### src/rtl/sram_ctrl_pkg.sv
package sram_ctrl_pkg;

    typedef enum logic [2:0] {
        ST_IDLE,
        ST_RD,
        ST_WHZ,
        ST_WDAT,
        ST_WREC,
        ST_STBY,
        ST_WAKE
    } ctl_state_e;

    function automatic int ns_to_cycles(input int ns, input int period_ns);
        int c;
        c = (ns + period_ns - 1) / period_ns;
        return (c < 1) ? 1 : c;
    endfunction

    function automatic int max2(input int a, input int b);
        return (a > b) ? a : b;
    endfunction

    // read cycle time, also the minimum write cycle time
    function automatic int grade_cycle_ns(input int g);
        case (g)
            1:       return 85;
            2:       return 100;
            3:       return 120;
            default: return 70;
        endcase
    endfunction

    function automatic int grade_we_pulse_ns(input int g);
        case (g)
            1:       return 60;
            2, 3:    return 70;
            default: return 50;
        endcase
    endfunction

    function automatic int grade_data_setup_ns(input int g);
        case (g)
            1:       return 35;
            2:       return 40;
            3:       return 45;
            default: return 30;
        endcase
    endfunction

    function automatic int grade_we_hiz_ns(input int g);
        case (g)
            2:       return 35;
            3:       return 40;
            default: return 30;
        endcase
    endfunction

    function automatic int grade_addr_to_end_ns(input int g);
        case (g)
            1:       return 75;
            2:       return 85;
            3:       return 100;
            default: return 60;
        endcase
    endfunction

    localparam int WRITE_RECOVERY_NS = 5;

endpackage

### src/rtl/sram_phase_timer.sv
module sram_phase_timer #(
    parameter int W = 8
) (
    input  logic         clk,
    input  logic         rst_n,
    input  logic         load,
    input  logic [W-1:0] load_val,
    output logic         expired
);

    logic [W-1:0] cnt_d, cnt_q;

    always_comb begin
        cnt_d = cnt_q;
        if (load)
            cnt_d = load_val;
        else if (cnt_q != '0)
            cnt_d = cnt_q - 1'b1;
    end

    always_ff @(posedge clk or negedge rst_n) begin
        if (!rst_n)
            cnt_q <= '0;
        else
            cnt_q <= cnt_d;
    end

    assign expired = (cnt_q == '0);

endmodule

### src/rtl/sram_rd_capture.sv
module sram_rd_capture #(
    parameter int DW = 8
) (
    input  logic          clk,
    input  logic          rst_n,
    input  logic          capture,
    input  logic [DW-1:0] din,
    output logic [DW-1:0] rdata,
    output logic          rvalid
);

    typedef struct packed {
        logic [DW-1:0] data;
        logic          vld;
    } cap_t;

    cap_t cap_d, cap_q;

    always_comb begin
        cap_d     = cap_q;
        cap_d.vld = capture;
        if (capture)
            cap_d.data = din;
    end

    always_ff @(posedge clk or negedge rst_n) begin
        if (!rst_n)
            cap_q <= '0;
        else
            cap_q <= cap_d;
    end

    assign rdata  = cap_q.data;
    assign rvalid = cap_q.vld;


    rvalid_single_chk: assert property (@(posedge clk) disable iff (!rst_n)
        rvalid |=> !rvalid);

endmodule

### src/rtl/sram_strobe_ctrl.sv
module sram_strobe_ctrl
    import sram_ctrl_pkg::*;
#(
    parameter int CLK_PERIOD_NS = 10,
    parameter int SPEED_GRADE   = 0,
    parameter int WAKE_NS       = 5_000_000,
    parameter int ADDR_W        = 17,
    parameter int DATA_W        = 8
) (
    input  logic              clk,
    input  logic              rst_n,
    input  logic              host_req,
    input  logic              host_wr,
    input  logic [ADDR_W-1:0] host_addr,
    input  logic [DATA_W-1:0] host_wdata,
    output logic              host_ready,
    output logic [DATA_W-1:0] host_rdata,
    output logic              host_rvalid,
    input  logic              standby_req,
    output logic [ADDR_W-1:0] mem_addr,
    output logic              mem_cs1_n,
    output logic              mem_cs2,
    output logic              mem_oe_n,
    output logic              mem_we_n,
    output logic [DATA_W-1:0] mem_dq_out,
    output logic              mem_dq_oe,
    input  logic [DATA_W-1:0] mem_dq_in
);

    // cycle counts, each rounded up and at least one
    localparam int N_RC   = ns_to_cycles(grade_cycle_ns(SPEED_GRADE), CLK_PERIOD_NS);
    localparam int N_HZ   = ns_to_cycles(grade_we_hiz_ns(SPEED_GRADE), CLK_PERIOD_NS);
    localparam int N_DAT  = max2(ns_to_cycles(grade_data_setup_ns(SPEED_GRADE), CLK_PERIOD_NS),
                            max2(ns_to_cycles(grade_we_pulse_ns(SPEED_GRADE), CLK_PERIOD_NS) - N_HZ,
                                 ns_to_cycles(grade_addr_to_end_ns(SPEED_GRADE), CLK_PERIOD_NS) - N_HZ));
    localparam int N_WE   = N_HZ + N_DAT;
    localparam int N_REC  = max2(ns_to_cycles(WRITE_RECOVERY_NS, CLK_PERIOD_NS), N_RC - N_WE);
    localparam int N_WAKE = ns_to_cycles(WAKE_NS, CLK_PERIOD_NS);
    localparam int PH_MAX = max2(max2(N_RC, N_HZ), max2(N_DAT, N_REC));
    localparam int PH_W   = $clog2(PH_MAX + 1);
    localparam int WK_W   = $clog2(N_WAKE + 1);

    typedef struct packed {
        ctl_state_e        st;
        logic [ADDR_W-1:0] addr;
        logic [DATA_W-1:0] wd;
        logic              sel;
        logic              oe;
        logic              we;
        logic              drv;
    } ctl_t;

    ctl_t            ctl_d, ctl_q;
    logic            ph_load, ph_expired;
    logic [PH_W-1:0] ph_val;
    logic            wk_load, wk_expired;
    logic            rd_capture;

    sram_phase_timer #(.W(PH_W)) u_phase (
        .clk      (clk),
        .rst_n    (rst_n),
        .load     (ph_load),
        .load_val (ph_val),
        .expired  (ph_expired)
    );

    sram_phase_timer #(.W(WK_W)) u_wake (
        .clk      (clk),
        .rst_n    (rst_n),
        .load     (wk_load),
        .load_val (WK_W'(N_WAKE - 1)),
        .expired  (wk_expired)
    );

    sram_rd_capture #(.DW(DATA_W)) u_cap (
        .clk     (clk),
        .rst_n   (rst_n),
        .capture (rd_capture),
        .din     (mem_dq_in),
        .rdata   (host_rdata),
        .rvalid  (host_rvalid)
    );

    always_comb begin
        ctl_d      = ctl_q;
        ph_load    = 1'b0;
        ph_val     = '0;
        wk_load    = 1'b0;
        rd_capture = 1'b0;

        case (ctl_q.st)
            ST_IDLE: begin
                if (standby_req) begin
                    ctl_d.st = ST_STBY;
                end else if (host_req) begin
                    ctl_d.addr = host_addr;
                    ctl_d.wd   = host_wdata;
                    ph_load    = 1'b1;
                    if (host_wr) begin
                        ctl_d.st = ST_WHZ;
                        ph_val   = PH_W'(N_HZ - 1);
                    end else begin
                        ctl_d.st = ST_RD;
                        ph_val   = PH_W'(N_RC - 1);
                    end
                end
            end
            ST_RD: begin
                if (ph_expired) begin
                    rd_capture = 1'b1;
                    ctl_d.st   = ST_IDLE;
                end
            end
            ST_WHZ: begin
                if (ph_expired) begin
                    ctl_d.st = ST_WDAT;
                    ph_load  = 1'b1;
                    ph_val   = PH_W'(N_DAT - 1);
                end
            end
            ST_WDAT: begin
                if (ph_expired) begin
                    ctl_d.st = ST_WREC;
                    ph_load  = 1'b1;
                    ph_val   = PH_W'(N_REC - 1);
                end
            end
            ST_WREC: begin
                if (ph_expired)
                    ctl_d.st = ST_IDLE;
            end
            ST_STBY: begin
                if (!standby_req) begin
                    ctl_d.st = ST_WAKE;
                    wk_load  = 1'b1;
                end
            end
            ST_WAKE: begin
                if (standby_req)
                    ctl_d.st = ST_STBY;
                else if (wk_expired)
                    ctl_d.st = ST_IDLE;
            end
            default: ctl_d.st = ST_IDLE;
        endcase

        // strobes follow the next phase so every pin leaves a register
        ctl_d.sel = (ctl_d.st == ST_RD) || (ctl_d.st == ST_WHZ) ||
                    (ctl_d.st == ST_WDAT) || (ctl_d.st == ST_WREC);
        ctl_d.oe  = (ctl_d.st == ST_RD);
        ctl_d.we  = (ctl_d.st == ST_WHZ) || (ctl_d.st == ST_WDAT);
        ctl_d.drv = (ctl_d.st == ST_WDAT);
    end

    always_ff @(posedge clk or negedge rst_n) begin
        if (!rst_n) begin
            ctl_q    <= '0;
            ctl_q.st <= ST_IDLE;
        end else begin
            ctl_q <= ctl_d;
        end
    end

    assign host_ready = (ctl_q.st == ST_IDLE);
    assign mem_addr   = ctl_q.addr;
    assign mem_cs1_n  = ~ctl_q.sel;
    assign mem_cs2    = ctl_q.sel;
    assign mem_oe_n   = ~ctl_q.oe;
    assign mem_we_n   = ~ctl_q.we;
    assign mem_dq_out = ctl_q.wd;
    assign mem_dq_oe  = ctl_q.drv;


    oe_only_selected_chk: assert property (@(posedge clk) disable iff (!rst_n)
        !mem_oe_n |-> (!mem_cs1_n && mem_cs2 && mem_we_n));


    addr_hold_chk: assert property (@(posedge clk) disable iff (!rst_n)
        (!mem_we_n && $past(!mem_we_n)) |-> $stable(mem_addr));


    drive_under_we_chk: assert property (@(posedge clk) disable iff (!rst_n)
        mem_dq_oe |-> (!mem_we_n && mem_oe_n));


    drive_after_hiz_chk: assert property (@(posedge clk) disable iff (!rst_n)
        $rose(mem_dq_oe) |-> $past(!mem_we_n));


    release_with_we_chk: assert property (@(posedge clk) disable iff (!rst_n)
        $rose(mem_we_n) |-> !mem_dq_oe);


    standby_deselect_chk: assert property (@(posedge clk) disable iff (!rst_n)
        (standby_req && host_ready) |=> (mem_cs1_n && !mem_cs2 && !host_ready));

endmodule

### config.mk
export PLATFORM = sky130hd
export DESIGN_NAME = sram_strobe_ctrl
export DESIGN_NICKNAME = d
export VERILOG_FILES = /design/src/rtl/sram_ctrl_pkg.sv /design/src/rtl/sram_phase_timer.sv /design/src/rtl/sram_rd_capture.sv /design/src/rtl/sram_strobe_ctrl.sv
export SDC_FILE = /design/constraint.sdc
export NUM_CORES = 1
export LEC_CHECK = 0
export BUFFER_PORTS_ARGS = -buffer_cell sky130_fd_sc_hd__buf_2
export CORE_MARGIN = 1.5
export CORE_UTILIZATION = 55
export CTS_BUF_LIST = sky130_fd_sc_hd__clkbuf_4
export CTS_CLUSTER_DIAMETER = 40
export DETAILED_ROUTE_END_ITERATION = 8
export MAX_ROUTING_LAYER = met4
export PLACE_DENSITY = 0.8
export SLEW_MARGIN = 40
export SYNTH_ARGS = -nofsm -noshare
export SYNTH_HDL_FRONTEND = slang
export SYNTH_SLANG_ARGS = --single-unit
### constraint.sdc
create_clock -name clk -period 4 [get_ports clk]
set_input_delay 0.4 -clock clk [delete_from_list [all_inputs] [get_ports clk]]
set_output_delay 0.4 -clock clk [all_outputs]
set_load 0.02 [all_outputs]
==> flow_metrics.env <==
export IMPL_firstDrtPassIters=4
export IMPL_synth_area_top_cells="dfrtp_1 51%, mux2_2 12%, buf_4 6.1%, a21oi_1 1.6%, ha_1 1.6%"
export IMPL_ys_ff_latch=63
export IMPL_clockRootBuffer="clkbuf_4"
export IMPL_final_cells=403
export IMPL_core_um2=5473
export IMPL_routed_wl_um=5686
export IMPL_critPathKind="flip-flop to flip-flop"
export IMPL_cts_hold_buf=0
export IMPL_cts_resized=0
export IMPL_drt_iter0_drc=106
export IMPL_ys_types=48
export IMPL_hold_viol_final=7
export IMPL_cts_tree="done"
export IMPL_vias=2171
export IMPL_cts_htree_levels=3
export IMPL_clk_pin_slew_ns=0.11
export IMPL_cp_arrival_ns=2.81
export IMPL_start_util=0.5665
export IMPL_cts_buffers=9
export IMPL_wl_per_cell_um=14.11
export IMPL_synth_ff_type="dfrtp_1"
export IMPL_maxCapViolations=0
export IMPL_rsz0062_at_grt="no"
export IMPL_cts_path_max_buffers=2
export IMPL_crit_chain="inv_1, ha_1, or4b_1, or4_4, o211ai_2, o311ai_0, o41ai_1"
export IMPL_synth_top_cell_area_share=0.5085
export IMPL_drv_slew=0
export IMPL_place_ws_ns=1.531
export IMPL_n_antenna_cell=0
export IMPL_cp_required_ns=4.27
export IMPL_skew_ns=0.01378
export IMPL_period_share=0.6360
export IMPL_pin_count=78
export IMPL_area_growth_pct=12.23
export IMPL_ys_warn_count=0
export IMPL_cts_setup_buffers=0
export IMPL_power_leakage_nw=1.656
export IMPL_syn_num_nets=315
export IMPL_irDropWorstVdd_uv=294.5
export IMPL_max_slew_margin_rel=0.5756
export IMPL_hold_path_class="input pin to asynchronous set/reset pin"
export IMPL_hpwl_um=4088
export IMPL_fmax_mhz=393.1
export IMPL_dieArea_um2=6096
export IMPL_drcViolationCount=0
export IMPL_synth_async_reset_ratio=1.000
export IMPL_drive_gt1_frac=0.4290
export IMPL_crit_fanout=7
export IMPL_fin_nets=368
export IMPL_antenna_found_initial=0
export IMPL_fin_ws_ns=1.456
export IMPL_critPathMaxStageDelay_ns=0.53
export IMPL_slowest_stage="or4b_1"
export IMPL_r2r_setup_slack_ns=1.46
export IMPL_syn_cell_area_um2=3100
export IMPL_crit_family="simple AND/OR/NAND/NOR gates"
export IMPL_worst_setup_path_start_kind="flip-flop"
export IMPL_fp_dieH_um=78.08
export IMPL_status="finished with violations"
export IMPL_syn_area_per_cell_um2=11.36
export IMPL_grt_ovfl_total=0
export IMPL_port_buffers=77
export IMPL_critPathBufInv=1
export IMPL_hold_slack_ns=-0.009849
export IMPL_vias_per_cell=5.387
export IMPL_tightest_slew_ns=0.6344
export IMPL_syn_inst=273
export IMPL_die_w_um=78.08
export IMPL_ant_nets=0
export IMPL_setup_worst_path_end_class="flip-flop"
export IMPL_place_congestion=0.8350
export IMPL_cts_num_sinks=63
export IMPL_grt_use_total=0.2089
export IMPL_num_rows=27
export IMPL_grt_pass1_wl_um=9632
export IMPL_finalCriticalPeriod_ns=2.544
export IMPL_pwr_density_cell_nw_per_um2=752.4
export IMPL_synth_edf_count=0
export IMPL_placed_cells=387
export IMPL_setup_tns_final_ns=0
export IMPL_fillers=456
export IMPL_grt_pass1_vias=2182
export IMPL_yosysTopAreaCell="dfrtp_1"
export IMPL_grt_start_max_net_pins=38
export IMPL_clkLatencyLatePin_ns=0.40
export IMPL_violations="negative hold slack"
export IMPL_setup_viol_count_final=0
export IMPL_ys_seq_area_frac=0.5085
-- flip-flops by register name, indices dropped and copies added (netlist names) --
signal         count
mem_dq_oe          1
u_wake.cnt_q      19
mem_dq_out         8
u_phase.cnt_q      3
u_cap.rvalid       1
mem_addr          17
ctl_q              5
u_cap.rdata        8
mem_cs2            1
-- area by class of cell --
class / instances / area (µm²) / share of cell area
clock inverters: 7 / 63.81 / 0.01834
multi-input cells: 162 / 1244 / 0.3574
well taps: 72 / 90.09 / 0.02589
clock buffers: 9 / 67.56 / 0.01942
repair buffers: 78 / 392.9 / 0.1129
inverters: 12 / 45.04 / 0.01294
flip-flops and latches: 63 / 1577 / 0.4531
-- layout by cell type (no fill, tap or decap), types with 2 or more instances in the layout --
cell type	n
inv_1	12
xor2_1	4
ha_1	4
nand3_1	6
or2_2	2
o31a_1	2
mux2_2	34
or3_1	3
clkinvlp_4	2
o211ai_2	2
o21ai_0	7
and3_1	3
clkinv_2	3
nand2_1	12
nor3_1	6
nor2_2	3
clkbuf_4	9
nor2b_1	5
dfrtp_1	63
nor2_1	13
nor3b_1	2
nand2b_1	3
a21oi_1	10
buf_2	77
or4_1	5
o31ai_1	2
nor4_1	5
xnor2_1	5
o211ai_1	5
-- where the power goes --
part	internal [mW]	switching [mW]
clock	0.185	0.226
combinational	0.490	0.634
sequential	0.898	0.184
total	1.57	1.04
-- routing by layer --
layer  vias up  part of all wire  track usage
met5         -                 0            -
met4         0             0.019       0.1161
met3        10             0.056      0.04186
met2        61              0.49       0.3452
met1      1051              0.43       0.2389
li1       1049                 -            -
-- synth_stat cells (3+ instances only) --
cell type,instances
a21oi_1,10
nor4_1,5
o211ai_1,5
and3_1,3
or3_1,3
nor2_2,3
nor2b_1,5
inv_1,12
xnor2_1,5
clkbuf_1,8
nand2b_1,3
o21ai_0,7
mux2_2,34
nor3_1,6
nor2_1,13
nand2_1,13
xor2_1,4
dfrtp_1,63
nand3_1,6
or4_1,5
ha_1,4
buf_4,25
-- cells by family after synthesis --
| family | synth area share |
|---|---|
| and+or+nand+nor | 0.1392 |
| DFF | 0.5085 |
| buffers and inverters | 0.09120 |
| AOI/OAI and AO/OA | 0.08556 |
| muxes | 0.1340 |
| xor gates and xnor gates | 0.02542 |
| adders and majority gates | 0.01614 |
-- path summary, 6_finish.rpt --
check                           startpoint  depth (start not counted)               to
hold reg to reg              mem_dq_out[1]                          1    mem_dq_out[1]
setup reg to reg           u_wake.cnt_q[0]                          7  u_wake.cnt_q[6]
max in group asynchronous            rst_n                          2  u_wake.cnt_q[6]
setup / recovery           u_wake.cnt_q[0]                          7  u_wake.cnt_q[6]
hold / removal                       rst_n                          1      mem_addr[7]
min in group clk              mem_dq_in[6]                          2   u_cap.rdata[6]
-- through the flow --
stage                     hold WS [ns]  utilization  area [µm²]  power (mW)
final                        -0.009849       0.6358        3480       2.618
after global routing           0.02147       0.6358        3480       2.796
after CTS                     0.001518       0.6358        3480       2.642
after detailed placement        0.4422       0.6118        3348       2.224
after global placement          0.4248       0.6113        3346       2.171
after floorplan                 0.1044            -        3100       2.048
(Power assumes the default switching activity.)
